File: config.mk
export PLATFORM = sky130hd
export DESIGN_NAME = irq_msg_gen
export DESIGN_NICKNAME = d
export VERILOG_FILES = /design/src/rtl/msig_pkg.sv /design/src/rtl/msig_regs.sv /design/src/rtl/msig_pend.sv /design/src/rtl/msig_out.sv /design/src/rtl/irq_msg_gen.sv
export SDC_FILE = /design/constraint.sdc
export NUM_CORES = 1
export LEC_CHECK = 0
export BUFFER_PORTS_ARGS = -buffer_cell sky130_fd_sc_hd__buf_2
export CORE_MARGIN = 1.5
export CORE_UTILIZATION = 30
export CTS_BUF_LIST = sky130_fd_sc_hd__clkbuf_8
export DETAILED_ROUTE_END_ITERATION = 10
export PLACE_DENSITY = 0.51
export SLEW_MARGIN = 20
export SYNTH_ARGS = -nofsm -noshare
export SYNTH_HDL_FRONTEND = slang
export SYNTH_SLANG_ARGS = --single-unit
File: constraint.sdc
create_clock -name clk -period 3.7 [get_ports clk]
set_input_delay 0.185 -clock clk [delete_from_list [all_inputs] [get_ports clk]]
set_output_delay 0.185 -clock clk [all_outputs]
set_load 0.02 [all_outputs]
File: src/rtl/msig_pkg.sv
package msig_pkg;
    localparam int NVEC   = 32;
    localparam int VEC_W  = 5;
    localparam int DATA_W = 16;
    localparam logic [7:0] CAP_ID = 8'h05;

    typedef enum logic [2:0] {
        W_HDR = 3'd0,
        W_ALO = 3'd1,
        W_AHI = 3'd2,
        W_DAT = 3'd3,
        W_MSK = 3'd4,
        W_PND = 3'd5
    } widx_e;

    typedef struct packed {
        logic [63:0]       addr;
        logic [DATA_W-1:0] data;
    } msg_t;

    function automatic logic [2:0] clamp_log2(input logic [2:0] req, input logic [2:0] cap);
        return (req > cap) ? cap : req;
    endfunction

    function automatic logic [NVEC-1:0] alloc_mask(input logic [2:0] l2);
        if (l2 >= 3'd5) return '1;
        return (32'd1 << (32'd1 << l2)) - 32'd1;
    endfunction

    function automatic logic [DATA_W-1:0] merge_vec(input logic [DATA_W-1:0] base,
                                                    input logic [VEC_W-1:0] vec,
                                                    input logic [2:0] l2);
        logic [DATA_W-1:0] low;
        low = (16'd1 << l2) - 16'd1;
        return (base & ~low) | ({{(DATA_W-VEC_W){1'b0}}, vec} & low);
    endfunction
endpackage

File: src/rtl/msig_regs.sv
module msig_regs
    import msig_pkg::*;
#(
    parameter bit         ADDR64   = 1'b1,
    parameter int         MMC_LOG2 = 5,
    parameter logic [7:0] NEXT_PTR = 8'h70
) (
    input  logic              clk,
    input  logic              rst,
    input  logic              wr,
    input  logic [2:0]        idx,
    input  logic [31:0]       wdata,
    input  logic [NVEC-1:0]   pend,
    output logic [31:0]       rdata,
    output logic              en,
    output logic [2:0]        mme,
    output logic [63:0]       addr,
    output logic [DATA_W-1:0] data,
    output logic [NVEC-1:0]   mask
);
    localparam logic [2:0] CAP_L2 = 3'(MMC_LOG2);

    logic [29:0] alo_q;
    logic [31:0] ahi_q;

    always_ff @(posedge clk) begin
        if (rst) begin
            en    <= 1'b0;
            mme   <= 3'd0;
            alo_q <= '0;
            data  <= '0;
            mask  <= '0;
        end else if (wr) begin
            case (widx_e'(idx))
                W_HDR: begin
                    en  <= wdata[16];
                    mme <= clamp_log2(wdata[22:20], CAP_L2);
                end
                W_ALO:   alo_q <= wdata[31:2];
                W_DAT:   data  <= wdata[DATA_W-1:0];
                W_MSK:   mask  <= wdata;
                default: ;
            endcase
        end
    end

    generate
        if (ADDR64) begin : g_hi
            always_ff @(posedge clk) begin
                if (rst) ahi_q <= '0;
                else if (wr && widx_e'(idx) == W_AHI) ahi_q <= wdata;
            end
        end else begin : g_nohi
            assign ahi_q = '0;
        end
    endgenerate

    assign addr = {ahi_q, alo_q, 2'b00};

    always_comb begin
        case (widx_e'(idx))
            W_HDR:   rdata = {8'h00, ADDR64, mme, CAP_L2, en, NEXT_PTR, CAP_ID};
            W_ALO:   rdata = {alo_q, 2'b00};
            W_AHI:   rdata = ahi_q;
            W_DAT:   rdata = {16'h0000, data};
            W_MSK:   rdata = mask;
            W_PND:   rdata = pend;
            default: rdata = '0;
        endcase
    end

    p_clamp_r3: assert property (@(posedge clk) disable iff (rst)
        (wr && widx_e'(idx) == W_HDR) |=> (mme <= CAP_L2));
endmodule

File: src/rtl/msig_pend.sv
module msig_pend
    import msig_pkg::*;
(
    input  logic             clk,
    input  logic             rst,
    input  logic [NVEC-1:0]  evt,
    input  logic             active,
    input  logic [NVEC-1:0]  mask,
    input  logic [NVEC-1:0]  alloc,
    input  logic             take,
    input  logic [VEC_W-1:0] take_vec,
    output logic [NVEC-1:0]  pend,
    output logic             cand_any,
    output logic [VEC_W-1:0] cand_vec
);
    logic [NVEC-1:0] arrive, clr, cand;

    assign arrive = active ? (evt & alloc) : '0;
    assign clr    = take ? (32'd1 << take_vec) : '0;
    assign cand   = active ? (pend & ~mask & alloc) : '0;

    always_ff @(posedge clk) begin
        if (rst) pend <= '0;
        else     pend <= (pend & ~clr) | arrive;
    end

    always_comb begin
        cand_any = 1'b0;
        cand_vec = '0;
        for (int i = NVEC - 1; i >= 0; i--) begin
            if (cand[i]) begin
                cand_any = 1'b1;
                cand_vec = VEC_W'(i);
            end
        end
    end

    p_masked_hold_r4: assert property (@(posedge clk) disable iff (rst)
        (($past(pend & mask) & ~pend) == '0));

    p_drop_inactive_r6: assert property (@(posedge clk) disable iff (rst)
        !active |=> ((pend & ~$past(pend)) == '0));
endmodule

File: src/rtl/msig_out.sv
module msig_out
    import msig_pkg::*;
(
    input  logic              clk,
    input  logic              rst,
    input  logic              cand_any,
    input  logic [VEC_W-1:0]  cand_vec,
    input  logic [63:0]       addr,
    input  logic [DATA_W-1:0] base,
    input  logic [2:0]        l2,
    input  logic              ready,
    output logic              valid,
    output msg_t              msg,
    output logic              take,
    output logic [VEC_W-1:0]  take_vec
);
    assign take     = cand_any && (!valid || ready);
    assign take_vec = cand_vec;

    always_ff @(posedge clk) begin
        if (rst) begin
            valid <= 1'b0;
            msg   <= '0;
        end else if (take) begin
            valid    <= 1'b1;
            msg.addr <= addr;
            msg.data <= merge_vec(base, cand_vec, l2);
        end else if (ready) begin
            valid <= 1'b0;
        end
    end

    p_stable_msg_r9: assert property (@(posedge clk) disable iff (rst)
        (valid && !ready) |=> (valid && $stable(msg)));

    p_launch_cause_r8: assert property (@(posedge clk) disable iff (rst)
        $rose(valid) |-> $past(cand_any));
endmodule

File: src/rtl/irq_msg_gen.sv
module irq_msg_gen
    import msig_pkg::*;
#(
    parameter bit         ADDR64   = 1'b1,
    parameter int         MMC_LOG2 = 5,
    parameter logic [7:0] NEXT_PTR = 8'h70
) (
    input  logic        clk,
    input  logic        rst,
    input  logic        reg_wr,
    input  logic [2:0]  reg_idx,
    input  logic [31:0] reg_wdata,
    output logic [31:0] reg_rdata,
    input  logic [31:0] evt,
    input  logic        alt_mode_on,
    output logic        msg_valid,
    input  logic        msg_ready,
    output logic [63:0] msg_addr,
    output logic [15:0] msg_data
);
    logic              en;
    logic [2:0]        mme;
    logic [63:0]       addr;
    logic [DATA_W-1:0] data;
    logic [NVEC-1:0]   mask, pend;
    logic              active, cand_any, take;
    logic [VEC_W-1:0]  cand_vec, take_vec;
    msg_t              msg;

    assign active = en && !alt_mode_on;

    msig_regs #(.ADDR64(ADDR64), .MMC_LOG2(MMC_LOG2), .NEXT_PTR(NEXT_PTR)) u_regs (
        .clk(clk), .rst(rst), .wr(reg_wr), .idx(reg_idx), .wdata(reg_wdata),
        .pend(pend), .rdata(reg_rdata), .en(en), .mme(mme), .addr(addr),
        .data(data), .mask(mask)
    );

    msig_pend u_pend (
        .clk(clk), .rst(rst), .evt(evt), .active(active), .mask(mask),
        .alloc(alloc_mask(mme)), .take(take), .take_vec(take_vec),
        .pend(pend), .cand_any(cand_any), .cand_vec(cand_vec)
    );

    msig_out u_out (
        .clk(clk), .rst(rst), .cand_any(cand_any), .cand_vec(cand_vec),
        .addr(addr), .base(data), .l2(mme), .ready(msg_ready),
        .valid(msg_valid), .msg(msg), .take(take), .take_vec(take_vec)
    );

    assign msg_addr = msg.addr;
    assign msg_data = msg.data;

    p_quiet_interlock_r6: assert property (@(posedge clk) disable iff (rst)
        (alt_mode_on && !msg_valid) |=> !msg_valid);
endmodule

## After elaboration in Yosys (flattened, before gate mapping)

Cells that the tools add are included.
Widths: inputs -> output; s select.

| storage, ports and cells | value |
|---|---|
| register bits after elaboration | 225 |
| input bits | 72 |
| output and inout port bits | 113 |
| logic and storage cells | 120 |

| cells by class | value |
|---|---|
| add/subtract/negate cells | 2 |
| $lt $le $gt $ge | 2 |
| eq/ne operators | 5 |
| shifts and indexed selects | 4 |
| muxes and demuxes | 74 |
| bitwise operators | 11 |
| reductions and logical operators | 12 |

Operators by type and width:

| operator | count |
|---|---|
| $pmux 32 s6 | 1 |
| $mux 32 | 5 |
| $mux 5 | 32 |
| $and 32x32->32 | 4 |
| $not 32->32 | 2 |
| $mux 1 | 35 |
| $or 32x32->32 | 1 |
| $shl 1x3->32 const A | 1 |
| $shl 1x32->32 const A | 1 |
| $shl 1x5->32 const A | 1 |
| $sub 32x1->32 const B | 1 |
| $and 16x16->16 | 1 |
| $and 5x16->16 | 1 |
| $not 16->16 | 1 |
| $or 16x16->16 | 1 |
| $shl 1x3->16 const A | 1 |
| $sub 16x1->16 const B | 1 |
| $reduce_and 2->1 | 4 |
| $eq 3x2->1 const B | 2 |
| $eq 3x3->1 const B | 2 |
| $eq 3x1->1 const B | 1 |
| $ge 3x3->1 const B | 1 |
| $gt 3x3->1 const B | 1 |
| $logic_and 1x1->1 | 3 |
| 5 further kinds | 6 |

## Logic depth before layout (Yosys ltp)

Gate-level depths: netlist of run 1.

| depth | value |
|---|---|
| depth in word-level cells | 43 |
| gate-level depth with buffers | 15 |
| mapped depth without buffers | 9 |

## Cells and area by module

From an unflattened synthesis of run 1, not the netlist that was laid out.

| second synthesis, totals | value |
|---|---|
| cells, all modules | 1,360 |
| area, all modules | 10,724.0 um^2 |

Modules (own cells, without submodules):

| module | times used | cells an instance | area each (um^2) | seq. area each (um^2) |
|---|---|---|---|---|
| msig_regs | 1 | 661 | 5,238.8 | 2,282.2 |
| msig_out | 1 | 376 | 3,057.9 | 1,621.6 |
| msig_pend | 1 | 267 | 2,094.5 | 640.6 |
| irq_msg_gen | 1 | 56 | 332.8 | 0.0 |

## Worst setup path after synthesis of run 1

No wires, ideal clock.

| path | value |
|---|---|
| path kind | register to register |
| start | reg u_regs.mme[0] |
| end | reg u_pend.pend[11] |
| library setup time | 91 ps |
| arrival time | 3,148 ps |
| required time | 3,609 ps |
| path slack | 461 ps |
| stages on the path, launching flop included | 15 |
| buffers on the path | 5 |
| clock period less this slack | 3,239 ps |
| path through | dfxtp_1 -> buf_2 -> buf_2 -> or3_1 -> ha_1 -> clkbuf_2 -> nor3b_2 -> xnor2_1 -> a2bb2oi_1 -> a221o_1 -> a31o_2 -> buf_2 -> a22o_1 -> buf_6 -> a311oi_1 |

| between the ends | value |
|---|---|
| word-level cells in the longest chain between the ends | 43 |
| elaborated cells between the ends (all ways) | 80 |
| those cells by class | add/sub (1); order compare (1); shift (3); mux (69); bitwise (5); reduce/logical (1) |

Ends and longest elaborated chain:

| item | RTL line | source |
|---|---|---|
| start: declaration | msig_regs.sv:16 | `output logic [2:0] mme,` |
| start signal: assignment | msig_regs.sv:37 | `mme <= clamp_log2(wdata[22:20], CAP_L2);` |
| $shl 1x3->32 | msig_pkg.sv:27 | `return (32'd1 << (32'd1 << l2)) - 32'd1;` |
| $shl 1x32->32 | msig_pkg.sv:27 |  |
| $sub 32x1->32 | msig_pkg.sv:27 |  |
| $mux 32 (*) | msig_pkg.sv:27 |  |
| $and 32x32->32 | msig_pend.sv:20 | `assign cand = active ? (pend & ~mask & alloc) : '0;` |
| $mux 32 | msig_pend.sv:20 |  |
| $mux 5 / $mux 1 (equally long branches) (32 in a row) | msig_pend.sv:31 | `if (cand[i]) begin` |
| $shl 1x5->32 / $logic_and 1x1->1 (equally long branches) | msig_pend.sv:19, msig_out.sv:17 |  |
| $mux 32 | msig_pend.sv:19 | `assign clr = take ? (32'd1 << take_vec) : '0;` |
| $not 32->32 | msig_pend.sv:24 | `else pend <= (pend & ~clr) \| arrive;` |
| $and 32x32->32 | msig_pend.sv:24 |  |
| $or 32x32->32 (*) | msig_pend.sv:24 |  |
| end signal: assignment | msig_pend.sv:24 |  |
| end: declaration | msig_pend.sv:12 | `output logic [NVEC-1:0] pend,` |

Every way passes the cells marked *; elsewhere a longest branch is shown, timed or not.
A chain may end at the register's enable or synchronous reset.

## Worst setup path after layout of run 1

| path | value |
|---|---|
| start | reg u_regs.mme[2] |
| end | reg u_pend.pend[19] |

Same word-level chain as after synthesis.

==> results.md, run 1 <==
* Row Count at just under 70
* Simple-gate share of the synthesized area at 0.2345
* Via count at about 11000
* Vias in the first global route at about 10000
* Initial DRT Pass Iterations at 5
* Root buf cell: clkbuf_8
* Total GRT Usage at 0.2243
* FMAX at 279.1 MHz
* Clock latency on the worst-skew pair at around 560 ps
* Status: finished clean
* Storage cell area at approximately 0.0045 mm^2
* Clock power frac at 0.463
* Syn Inst Count at 1417
* GR Overflow Total at 0
* Main combinational cell family by area after synthesis: compound AO/OA/AOI/OAI gates
* Fin util at 0.3853
* CP Cell Sequence: or3_1, ha_1, nor3b_2, nor3_1, nor4_4, nor4_1, and3_1, a22o_2, a311oi_1
* Core footprint at approximately 0.036 mm^2
* Clock-pin slew on the worst setup and hold paths at roughly 60 ps
* Chip width at ~190 um
* Sw Ratio at 0.2508
* Num Clock Sinks at around 230
* Post-synthesis sequential area ratio at 0.4159
* CP peak stage delay at 500 ps
* CTS tree: built
* Top-count cell post-synth: nand2_1
* RSZ-0062 raised after global routing: no
* Share of layout cells above drive strength 1 at 0.1992
* Area leader, netlist: dfxtp_1
* Die footprint at 0.03725 mm^2
* Combinational group share of total power at 0.071
* Synth Area in Adders at 0.003466
* # IOs at 185
* Antenna violations before repair at 1
* Power per Cell Area at 387.8 mW/mm^2
* Hold Startpoint: evt[14]
* Yosys warning total at 0
* Largest cells by area after synthesis: dfxtp_1, nand2_1, a21oi_1, mux2i_1, clkbuf_1
* Final ANT Viol Nets at 0
* Mux share of post-synthesis cell area at 0.04830
* Fillers at between 3000 and 4000
* Final min period at 3583 ps
* Fin nets at about 1700
* Gpl congestion at about 0.93
* Worst setup EP type: flip-flop
* Synth cell types at between 70 and 80
* Ys flop type: dfxtp_1
* Max VDD drop at 0.1860 mV
* Hold crit path type: in -> reg
* P&R area growth vs syn at 26.54%
* Internal at between 0.003 and 0.004 W
* Number of flops mapped to enable cells by yosys at 0
* Setup TNS at 0 ps
* Cts bufs inserted at 41
* Final worst-path cycle share at 0.9684
* CP startpoint kind: flip-flop
* Final hold vios at 0
* Setup violations, final at 0
* CTS HTree Levels at 2
* Avg Cell Area, Syn at 7.642 um^2
* WL per Instance at ~20 um
* Pins over their slew limit at 0
* Die Y at a little under 200 um
* Post-synth top cells: nand2_1, a21oi_1, dfxtp_1
* R2R Path Start: u_regs.mme[2]
* First-pass GRT wire length at between 60000 and 70000 um
* Top-area cell type share of the netlist area at 0.4159
* Crit path required time at about 4100 ps
* Mapped Area at around 0.011 mm^2
* Xor and xnor area share after synthesis at 0.002426
* Initial DRC Count at ~800
* Dpl hpwl at between 30000 and 40000 um
* Setup CP Type: reg -> reg
* Switch Pwr at 0.001333 W
* Max-slew headroom at 0.3651
* Yosys reg bits at roughly 230
* Multi-input gate area at 0.005829 mm^2
* Worst EP arrival at around 4000 ps
* Async SR Flop Fraction at 0
* Final worst clock skew at 26.76 ps
* Pin count of the biggest net entering global routing at around 120
* Worst Path Max Fanout at 12
* Worst Tran Pin Value at 952.3 ps
* DR vias/cell at 5.302
* Leak pwr at between 5 and 6 nW
* Initial core utilization at 0.3045
* Synth Area in Compound Gates at 0.2449
* Crit. Startpoint: u_regs.mme[2]
* Max-cap violations at 0
* CTS Buffer Depth at 3
* Port buffer count at around 180
* DRC violations left at 0
* Slowest cell on crit path: and3_1
* Total Wirelength at 42480 um
* Flop pwr share at 0.465
## metrics by stage
step | instance area (um^2) | setup slack [ps] | total power, W | instances | hold WS [ps]
6_report | 13700 | 116.8 | 0.005314 | 2129 | 21.63
3_5_place_dp | 12240 | 83.19 | 0.002855 | 1997 | 444.0
2_1_floorplan | 10830 | 461.4 | 0.002703 | 1418 | 321.0
5_1_grt | 13700 | 34.23 | 0.005512 | 2128 | 36.15
4_1_cts | 13670 | 46.89 | 0.005371 | 2128 | 7.199
3_3_place_gp | 12240 | 90.05 | 0.002852 | 1997 | 440.7
## path summary, 6_finish.rpt
kind | slack, ps | cells after the start | end
worst min-delay path | 20 | 3 | u_pend.pend[14]
worst min register to register | 450 | 2 | u_out.msg[69]
worst max-delay path | 120 | 9 | u_pend.pend[19]
worst max register to register | 120 | 9 | u_pend.pend[19]
## repair_timing
| item | CTS | global route |
|---|---|---|
| hold buffers | 58 | 0 |
| endpoints found under the setup margin | 0 | 61 |
| hold endpoints to repair | 140 | 0 |
| setup buffers | 0 | 0 |
| resized for setup | 0 | 6 |
## cells by family after synthesis
| group | after synthesis |
|---|---|
| compound gates | 434 |
| xor+xnor | 3 |
| fa+ha+maj | 3 |
| buf+inv | 123 |
| flops | 225 |
| mux | 48 |
| other cells | 2 |
| simple gates | 579 |
## critical path, delay by kind of cell, from the launching register on
| kind | cells | cell delay (ps) |
|---|---|---|
| AO/OA/AOI/OAI | 2 | 610 |
| flip-flops | 1 | 300 |
| AND/OR/NAND/NOR | 6 | 2090 |
| adder cells (fa/ha/maj) | 1 | 400 |
## flip-flops by register name (all words and copies together) (netlist names)
name,count
u_regs.ahi_q,32
u_regs.mme,3
u_out.valid,1
u_out.msg,78
u_regs.en,1
u_regs.mask,32
u_pend.pend,32
u_regs.data,16
u_regs.alo_q,30
## area by class of cell
type                            count  share of cell area
Antenna cell                        1           0.0001826
Clock buffer                       55             0.05524
Clock inverter                     18            0.007213
Sequential cell                   225              0.3287
Multi-Input combinational cell   1070              0.4254
Tap cell                          461             0.04209
Timing Repair Buffer              284              0.1371
Inverter                           15            0.004109
## cell usage in the layout (no fill, tap or decap), types with 6 or more instances in the layout
| master | count |
|---|---|
| a211oi_1 | 10 |
| a21oi_1 | 257 |
| a22oi_1 | 14 |
| a311oi_1 | 19 |
| a41oi_1 | 17 |
| buf_2 | 181 |
| buf_4 | 40 |
| clkbuf_8 | 55 |
| dfxtp_1 | 225 |
| dlygate4sd3_1 | 58 |
| inv_1 | 29 |
| mux2_2 | 14 |
| mux2i_1 | 32 |
| nand2_1 | 395 |
| nand2b_1 | 24 |
| nand3_1 | 20 |
| nand3b_1 | 8 |
| nand4_1 | 7 |
| nor2_1 | 48 |
| nor2b_1 | 21 |
| nor3_1 | 10 |
| o21a_1 | 6 |
| o21ai_0 | 23 |
| o22ai_1 | 20 |
| or2_2 | 13 |
## power by group through the flow
| stage | clock network (W) | logic [W] | registers (W) |
|---|---|---|---|
| floorplan | 0 | 0.000186 | 0.00252 |
| global placement | 0 | 0.000327 | 0.00252 |
| detailed placement | 0 | 0.000330 | 0.00253 |
| CTS | 0.00252 | 0.000378 | 0.00247 |
| global route | 0.00263 | 0.000409 | 0.00248 |
| finish | 0.00246 | 0.000379 | 0.00247 |
## layer usage
metal | part of all wire | routed length, um | GRT usage | vias up
li1 | - | - | - | 5427
met4 | 0.015 | 643 | 0.05621 | 0
met5 | 0 | 0 | 0 | -
met2 | 0.45 | 19030 | 0.3536 | 365
met1 | 0.48 | 20520 | 0.3231 | 5452
met3 | 0.054 | 2282 | 0.02842 | 44
No activity file was read; power rests on OpenSTA's default activity.
==> inputs of run 2 (changes only) <==
Settings changed: PLACE_DENSITY 0.51 to 0.53, RECOVER_POWER set to 50.
Clock period 3.7 ns to 2.9 ns, I/O delays scaled along.
==> run 2 against run 1 <==
Against the previous run: the run now ends with setup timing left; worst setup slack worse by 150 ps; core utilization rose by 4.6 points; maximum frequency rose by 22%; register-to-register slack got worse by 150 ps; critical path depth grew 4; global-route usage is 0.32 points higher; sequential power up 28%; highest routed layer unchanged; clock power increased by 32%; largest cell class unchanged; clock skew increased by 17 ps; die area is the same; non-clock buffer count increased by 118; routed wire length rose by 5.9%.
==> results.md, run 2 (synthesized netlist as in run 1, its figures left out) <==
* Status: finished, violations left
* Violated checks: setup timing
* Hold Startpoint: evt[7]
* Pin count of the biggest net entering global routing at 80 (-32%)
* Via count at 11720 (+3.8%)
* Share of layout cells above drive strength 1 at 0.2816 (+0.08247)
* CTS HTree Levels at 2 (unchanged)
* Clock power frac at 0.468 (+0.005)
* Max reg flops at 78 (unchanged)
* Clock-pin slew on the worst setup and hold paths at 60 ps (about the same)
* Switch Pwr at 0.001776 W (+33%)
* Setup TNS at -235.4 ps (-235.4 ps)
* DR vias/cell at 5.216 (-1.6%)
* Most common cell after layout, fill and taps aside: nand2_1
* Vias in the first global route at 11070 (+6.6%)
* CP peak stage delay at 400 ps (-100 ps)
* Final ANT Viol Nets at 0 (unchanged)
* Pins over their slew limit at 0 (unchanged)
* Max-cap violations at 0 (unchanged)
* Core footprint at 0.03557 mm^2 (unchanged)
* R2R Path Start: u_regs.mme[0]
* Hold WS at 42.87 ps (+21.24 ps)
* Placed cell count at 2085 (+4.4%)
* Worst setup EP type: flip-flop
* Gpl congestion at 0.9243 (-1.0%)
* Root buf cell: clkbuf_8
* Hold crit path type: in -> reg
* Crit path required time at 3360 ps (-720 ps)
* FMAX at 340.7 MHz (+22%)
* First-pass GRT wire length at 65120 um (+1.9%)
* Final min period at 2935 ps (-648.4 ps)
* Setup violations, final at 14 (+14)
* CP Cell Sequence: or3_4, ha_4, nor4b_4, o21a_2, a22oi_2, nand4_1, buf_6, o31ai_4, buf_6, clkbuf_16, buf_8, nand2_1, a21oi_1
* Leak pwr at 5.795 nW (+12%)
* Fin nets at 1829 (+6.8%)
* Final worst-path cycle share at 1.012 (+0.04357)
* Crit. Startpoint: u_regs.mme[0]
* Cts bufs inserted at 40 (-2.4%)
* Finished Layout Cells at 2247 (+5.5%)
* Chip width at 193.0 um (unchanged)
* Antenna violations before repair at 1 (unchanged)
* Slowest cell on crit path: or3_4
* Num Clock Sinks at 225 (unchanged)
* Top reg by flops: u_out.msg
* # IOs at 185 (unchanged)
* CTS Buffer Depth at 3 (unchanged)
* Max VDD drop at 0.4171 mV (+120%)
* Port buffer count at 182 (unchanged)
* Sw Ratio at 0.2569 (+0.006103)
* Die Y at 193.0 um (unchanged)
* Total Wirelength at 44970 um (+5.9%)
* Power per Cell Area at 451.0 mW/mm^2 (+16%)
* Most frequent cells in the layout: nand2_1, a21oi_1, dfxtp_1, buf_2, buf_4
* RSZ-0062 raised after global routing: yes
* Worst Path Max Fanout at 6 (-6)
* Initial DRT Pass Iterations at 5 (unchanged)
* Flop pwr share at 0.456 (-0.009)
* Final hold vios at 0 (unchanged)
* Initial DRC Count at 866 (+5.2%)
* CP most frequent cell: buf_6
* Clock latency on the worst-skew pair at 570 ps (about the same)
* CTS tree: built
* WL per Instance at 20.01 um (+0.30%)
* Worst EP arrival at 3390 ps (-570 ps)
* Combinational group share of total power at 0.075 (+0.004)
* Dpl hpwl at 32280 um (+5.5%)
* P&R area growth vs syn at 41.50%
* Max-slew headroom at 0.3820 (+0.01688)
* Setup CP Type: reg -> reg
* GR Overflow Total at 0 (unchanged)
* R2r setup slk at -30 ps (-150 ps)
* Worst Tran Pin Value at 927.0 ps (-25.32 ps)
* CP startpoint kind: flip-flop
* Initial core utilization at 0.3045 (unchanged)
* Worst setup margin at -34.76 ps (-151.6 ps)
* ANT cells at 0 (-1)
* Die footprint at 0.03725 mm^2 (unchanged)
* DRC violations left at 0 (unchanged)
* Internal at 0.005135 W (+29%)
* Total GRT Usage at 0.2275 (+0.003188)
* Row Count at 69 (unchanged)
* Final worst clock skew at 43.27 ps (+16.51 ps)
[run 2: changes by cell type in the layout (fill, tap and decap cells not counted), moves of 8 or more]
cell / delta
buf_4: +78
clkbuf_1: +32
buf_2: -30
a21oi_1: -20
a21oi_2: +20
buf_6: +19
nand2_1: -11
nand2_2: +10
a311oi_1: -8
a311oi_2: +8
a41oi_1: -8
a41oi_2: +8
[run 2: layout make-up]
class	instances	area (um^2)
Sequential cell	225	4507
Tap cell	461	576.8
Fill cell	3726	20250
Inverter	15	56.30
Clock buffer	52	715.7
Timing Repair Buffer	402	2993
Clock inverter	22	162.7
Multi-Input combinational cell	1070	6312
[run 2: per-stage QoR]
stage	util	setup WS, ps	total power (W)	area (um^2)
finish	0.4308	-34.76	0.006911	15320
global route	0.4308	-120.6	0.007132	15320
CTS	0.4108	-41.69	0.006953	14610
detailed placement	0.3655	-157.8	0.003657	13000
global placement	0.3655	-138.7	0.003653	13000
floorplan	-	400.7	0.003455	10920
[run 2: critical path: cells and delay by family, from the launching register on]
family / cells / cell delay [ps]
compound gates: 4 / 940
fa+ha+maj: 1 / 200
flops: 1 / 330
simple gates: 4 / 750
buf+inv: 4 / 600
[run 2: repair_timing]
action / CTS / global route
setup buffers: 5 / 16
hold endpoints to repair: 144 / 0
resized for setup: 16 / 111
gates cloned: 0 / 6
setup endpoints to repair: 56 / 110
pin swaps: 10 / 55
hold buffers: 63 / 0
[run 2: path summary, 6_finish.rpt]
path                    endpoint  cells after the start
setup / recovery   u_out.msg[64]                     13
hold / removal    u_pend.pend[7]                      4
setup reg to reg   u_out.msg[64]                     13
hold reg to reg    u_out.msg[37]                      2
[run 2: power groups by stage]
| stage | sequential (W) | combinational (W) | clock, W |
|---|---|---|---|
| 6_report | 0.00315 | 0.000521 | 0.00324 |
| 2_1_floorplan | 0.00321 | 0.000244 | 0 |
| 5_1_grt | 0.00316 | 0.000558 | 0.00342 |
| 3_3_place_gp | 0.00322 | 0.000432 | 0 |
| 3_5_place_dp | 0.00322 | 0.000435 | 0 |
| 4_1_cts | 0.00315 | 0.000506 | 0.00329 |
[run 2: routing by layer]
layer | vias to the layer above | routed length [um] | track usage
met3 | 89 | 2338 | 0.03421
met5 | - | 0 | 0
met1 | 5617 | 20110 | 0.3054
li1 | 5651 | - | -
met4 | 0 | 1696 | 0.09704
met2 | 363 | 20820 | 0.3631
==> inputs of run 3 (changes only) <==
Settings changed: CORE_UTILIZATION 30 to 53, PLACE_DENSITY 0.53 to 0.82, SKIP_CTS_REPAIR_TIMING set to 1.
==> run 3 against run 2 <==
Against the previous run: the flow finishes with violations (hold timing, capacitance limit, setup timing); final cell count shrank 12%; worst hold slack lost 72 ps; first-iteration DRC count grew 40%; sequential cell count is the same; global-route usage grew 11 points; non-clock buffer count shrank 65; clock power shrank 16%; register-to-register slack lost 30 ps; routed wire length shrank 14%; die area shrank 43%; critical path type unchanged; largest cell class unchanged.
==> results.md, run 3 (synthesized netlist as in run 1, its figures left out) <==
* Final Instance Area at 0.01389 mm^2 (-9.3%)
* Hold crit path type: in -> reg
* GR Overflow Total at 0 (unchanged)
* CTS tree: built
* Hold WS at -28.66 ps (-71.52 ps)
* Initial core utilization at 0.5369 (+0.2325)
* CTS Buffer Depth at 3 (unchanged)
* Port buffer count at 182 (unchanged)
* Worst Path Max Fanout at 20 (+14)
* Max-cap violations at 1 (+1)
* Setup TNS at -67.97 ps (+167.4 ps)
* Final min period at 2968 ps (+33.20 ps)
* Most common cell after layout, fill and taps aside: nand2_1
* Root buf cell: clkbuf_8
* Pin count of the biggest net entering global routing at 97 (+21%)
* First-pass GRT wire length at 56300 um (-14%)
* Dpl hpwl at 27140 um (-16%)
* Worst EP arrival at 3410 ps (+20 ps)
* Post-Place Cell Area at 0.01253 mm^2 (-3.6%)
* Gpl congestion at 1.021 (+10%)
* CP startpoint kind: flip-flop
* Max VDD drop at 0.3773 mV (-9.6%)
* P&R area growth vs syn at 28.31%
* Status: finished, violations left
* Max reg flops at 78 (unchanged)
* Worst setup margin at -67.97 ps (-33.20 ps)
* Leak pwr at 5.084 nW (-12%)
* RSZ-0062 raised after global routing: yes
* FMAX at 336.9 MHz (-1.1%)
* R2r setup slk at -70 ps (-30 ps)
* Setup CP Type: reg -> reg
* CTS HTree Levels at 2 (unchanged)
* Finished Layout Cells at 1980 (-12%)
* Row Count at 52 (-25%)
* Final ANT Viol Nets at 0 (unchanged)
* WL per Instance at 19.60 um (-2.0%)
* Most frequent cells in the layout: nand2_1, a21oi_1, dfxtp_1, buf_2, buf_4
* Core footprint at 0.02017 mm^2 (-43%)
* Die footprint at 0.02130 mm^2 (-43%)
* Die Y at 145.9 um (-24%)
* Crit. Startpoint: u_regs.mme[0]
* Clock latency on the worst-skew pair at 540 ps (-30 ps)
* Worst r2r path cells at 12 (-1)
* Cts bufs inserted at 38 (-5.0%)
* Initial DRT Pass Iterations at 6 (+1)
* Reg-to-reg endpoint: u_out.msg[67]
* Max-slew headroom at 0.004968 (-0.3770)
* Total GRT Usage at 0.3350 (+0.1075)
* Worst Tran Pin Value at 1493 ps (+565.5 ps)
* DRC violations left at 0 (unchanged)
* Vias in the first global route at 10570 (-4.5%)
* Fin nets at 1763 (-3.6%)
* Final worst clock skew at 20.85 ps (-22.42 ps)
* Fin util at 0.6889 (+0.2581)
* DR vias/cell at 6.086 (+17%)
* Final hold vios at 6 (+6)
* Chip width at 145.9 um (-24%)
* Worst setup EP type: flip-flop
* Top reg by flops: u_out.msg
* # IOs at 185 (unchanged)
* Crit path required time at 3340 ps (-20 ps)
* Initial DRC Count at 1214 (+40%)
* CP endpoint: u_out.msg[67]
* Setup violations, final at 1 (-13)
* Total Wirelength at 38820 um (-14%)
* Power per Cell Area at 456.4 mW/mm^2 (+1.2%)
* Num Clock Sinks at 225 (unchanged)
* Hold-critical path depth at 3 (-1)
* Antenna violations before repair at 1 (unchanged)
* Placed cell count at 1862 (-11%)
* Violated checks: hold timing, capacitance limit, setup timing
* Pins over their slew limit at 0 (unchanged)
* Share of layout cells above drive strength 1 at 0.1936 (-0.08807)
* Via count at 12050 (+2.8%)
* R2R Path Start: u_regs.mme[0]
* ANT cells at 0 (unchanged)
* Clock-pin slew on the worst setup and hold paths at 60 ps (about the same)
* Final worst-path cycle share at 1.023 (+0.01145)
[run 3: changes by cell type in the layout (fill, tap and decap cells not counted), moves of 11 or more]
| cell | before | now |
|---|---|---|
| buf_2 | 151 | 101 |
| clkbuf_1 | 32 | 81 |
| buf_4 | 118 | 87 |
| a21oi_2 | 20 | 3 |
| a21oi_1 | 237 | 253 |
| buf_6 | 20 | 5 |
| dlygate4sd3_1 | 63 | 51 |
| nand2_1 | 384 | 395 |
[run 3: stage by stage]
stage | setup slack, ps | power [W]
after detailed placement | -134.3 | 0.003629
after global routing | -182.3 | 0.006528
after CTS | -165.9 | 0.006296
after floorplan | 400.7 | 0.003455
final | -67.97 | 0.006342
after global placement | -130.0 | 0.003622
[run 3: worst min-delay path by stage]
stage,startpoint,to,slack (ps)
floorplan,reg_wdata[17],u_regs.mask[17],280
global placement,reg_wdata[23],u_regs.alo_q[21],410
detailed placement,reg_wdata[23],u_regs.ahi_q[23],420
CTS,reg_wdata[0],u_regs.ahi_q[0],-150
global route,evt[3],u_pend.pend[3],0.07
finish,evt[3],u_pend.pend[3],-30
[run 3: metal layers]
metal	vias to the layer above	track usage	wire length [um]
met4	2	0.1801	2301
met3	151	0.06614	3731
li1	5521	-	-
met1	5642	0.4147	14700
met5	-	0	7
met2	734	0.5505	18080
[run 3: layout make-up]
class	instances	area [um^2]
multi-input cells	1071	6063
clock inverters	19	110.1
fillers	1673	6275
clock buffers	43	591.8
flip-flops and latches	225	4506
inverters	15	56.30
well taps	270	337.8
repair buffers	337	2230
[run 3: report_power, final]
| group | internal, W | switching [W] | total, W |
|---|---|---|---|
| Clock | 0.00144 | 0.00127 | 0.00271 |
| Combinational | 0.000183 | 0.000293 | 0.000477 |
| Sequential | 0.00313 | 0.0000311 | 0.00316 |
| Total | 0.00475 | 0.00159 | 0.00634 |
[run 3: worst max-delay path, cell delays in order (launching register included)]
cell	delay, ps
dfxtp_2	320
or3_4	400
ha_4	200
nor3b_4	180
o21ai_1	120
buf_4	150
o21bai_1	120
or2_2	360
o31ai_4	380
buf_12	200
buf_12	160
nand2_1	80
a21oi_1	200
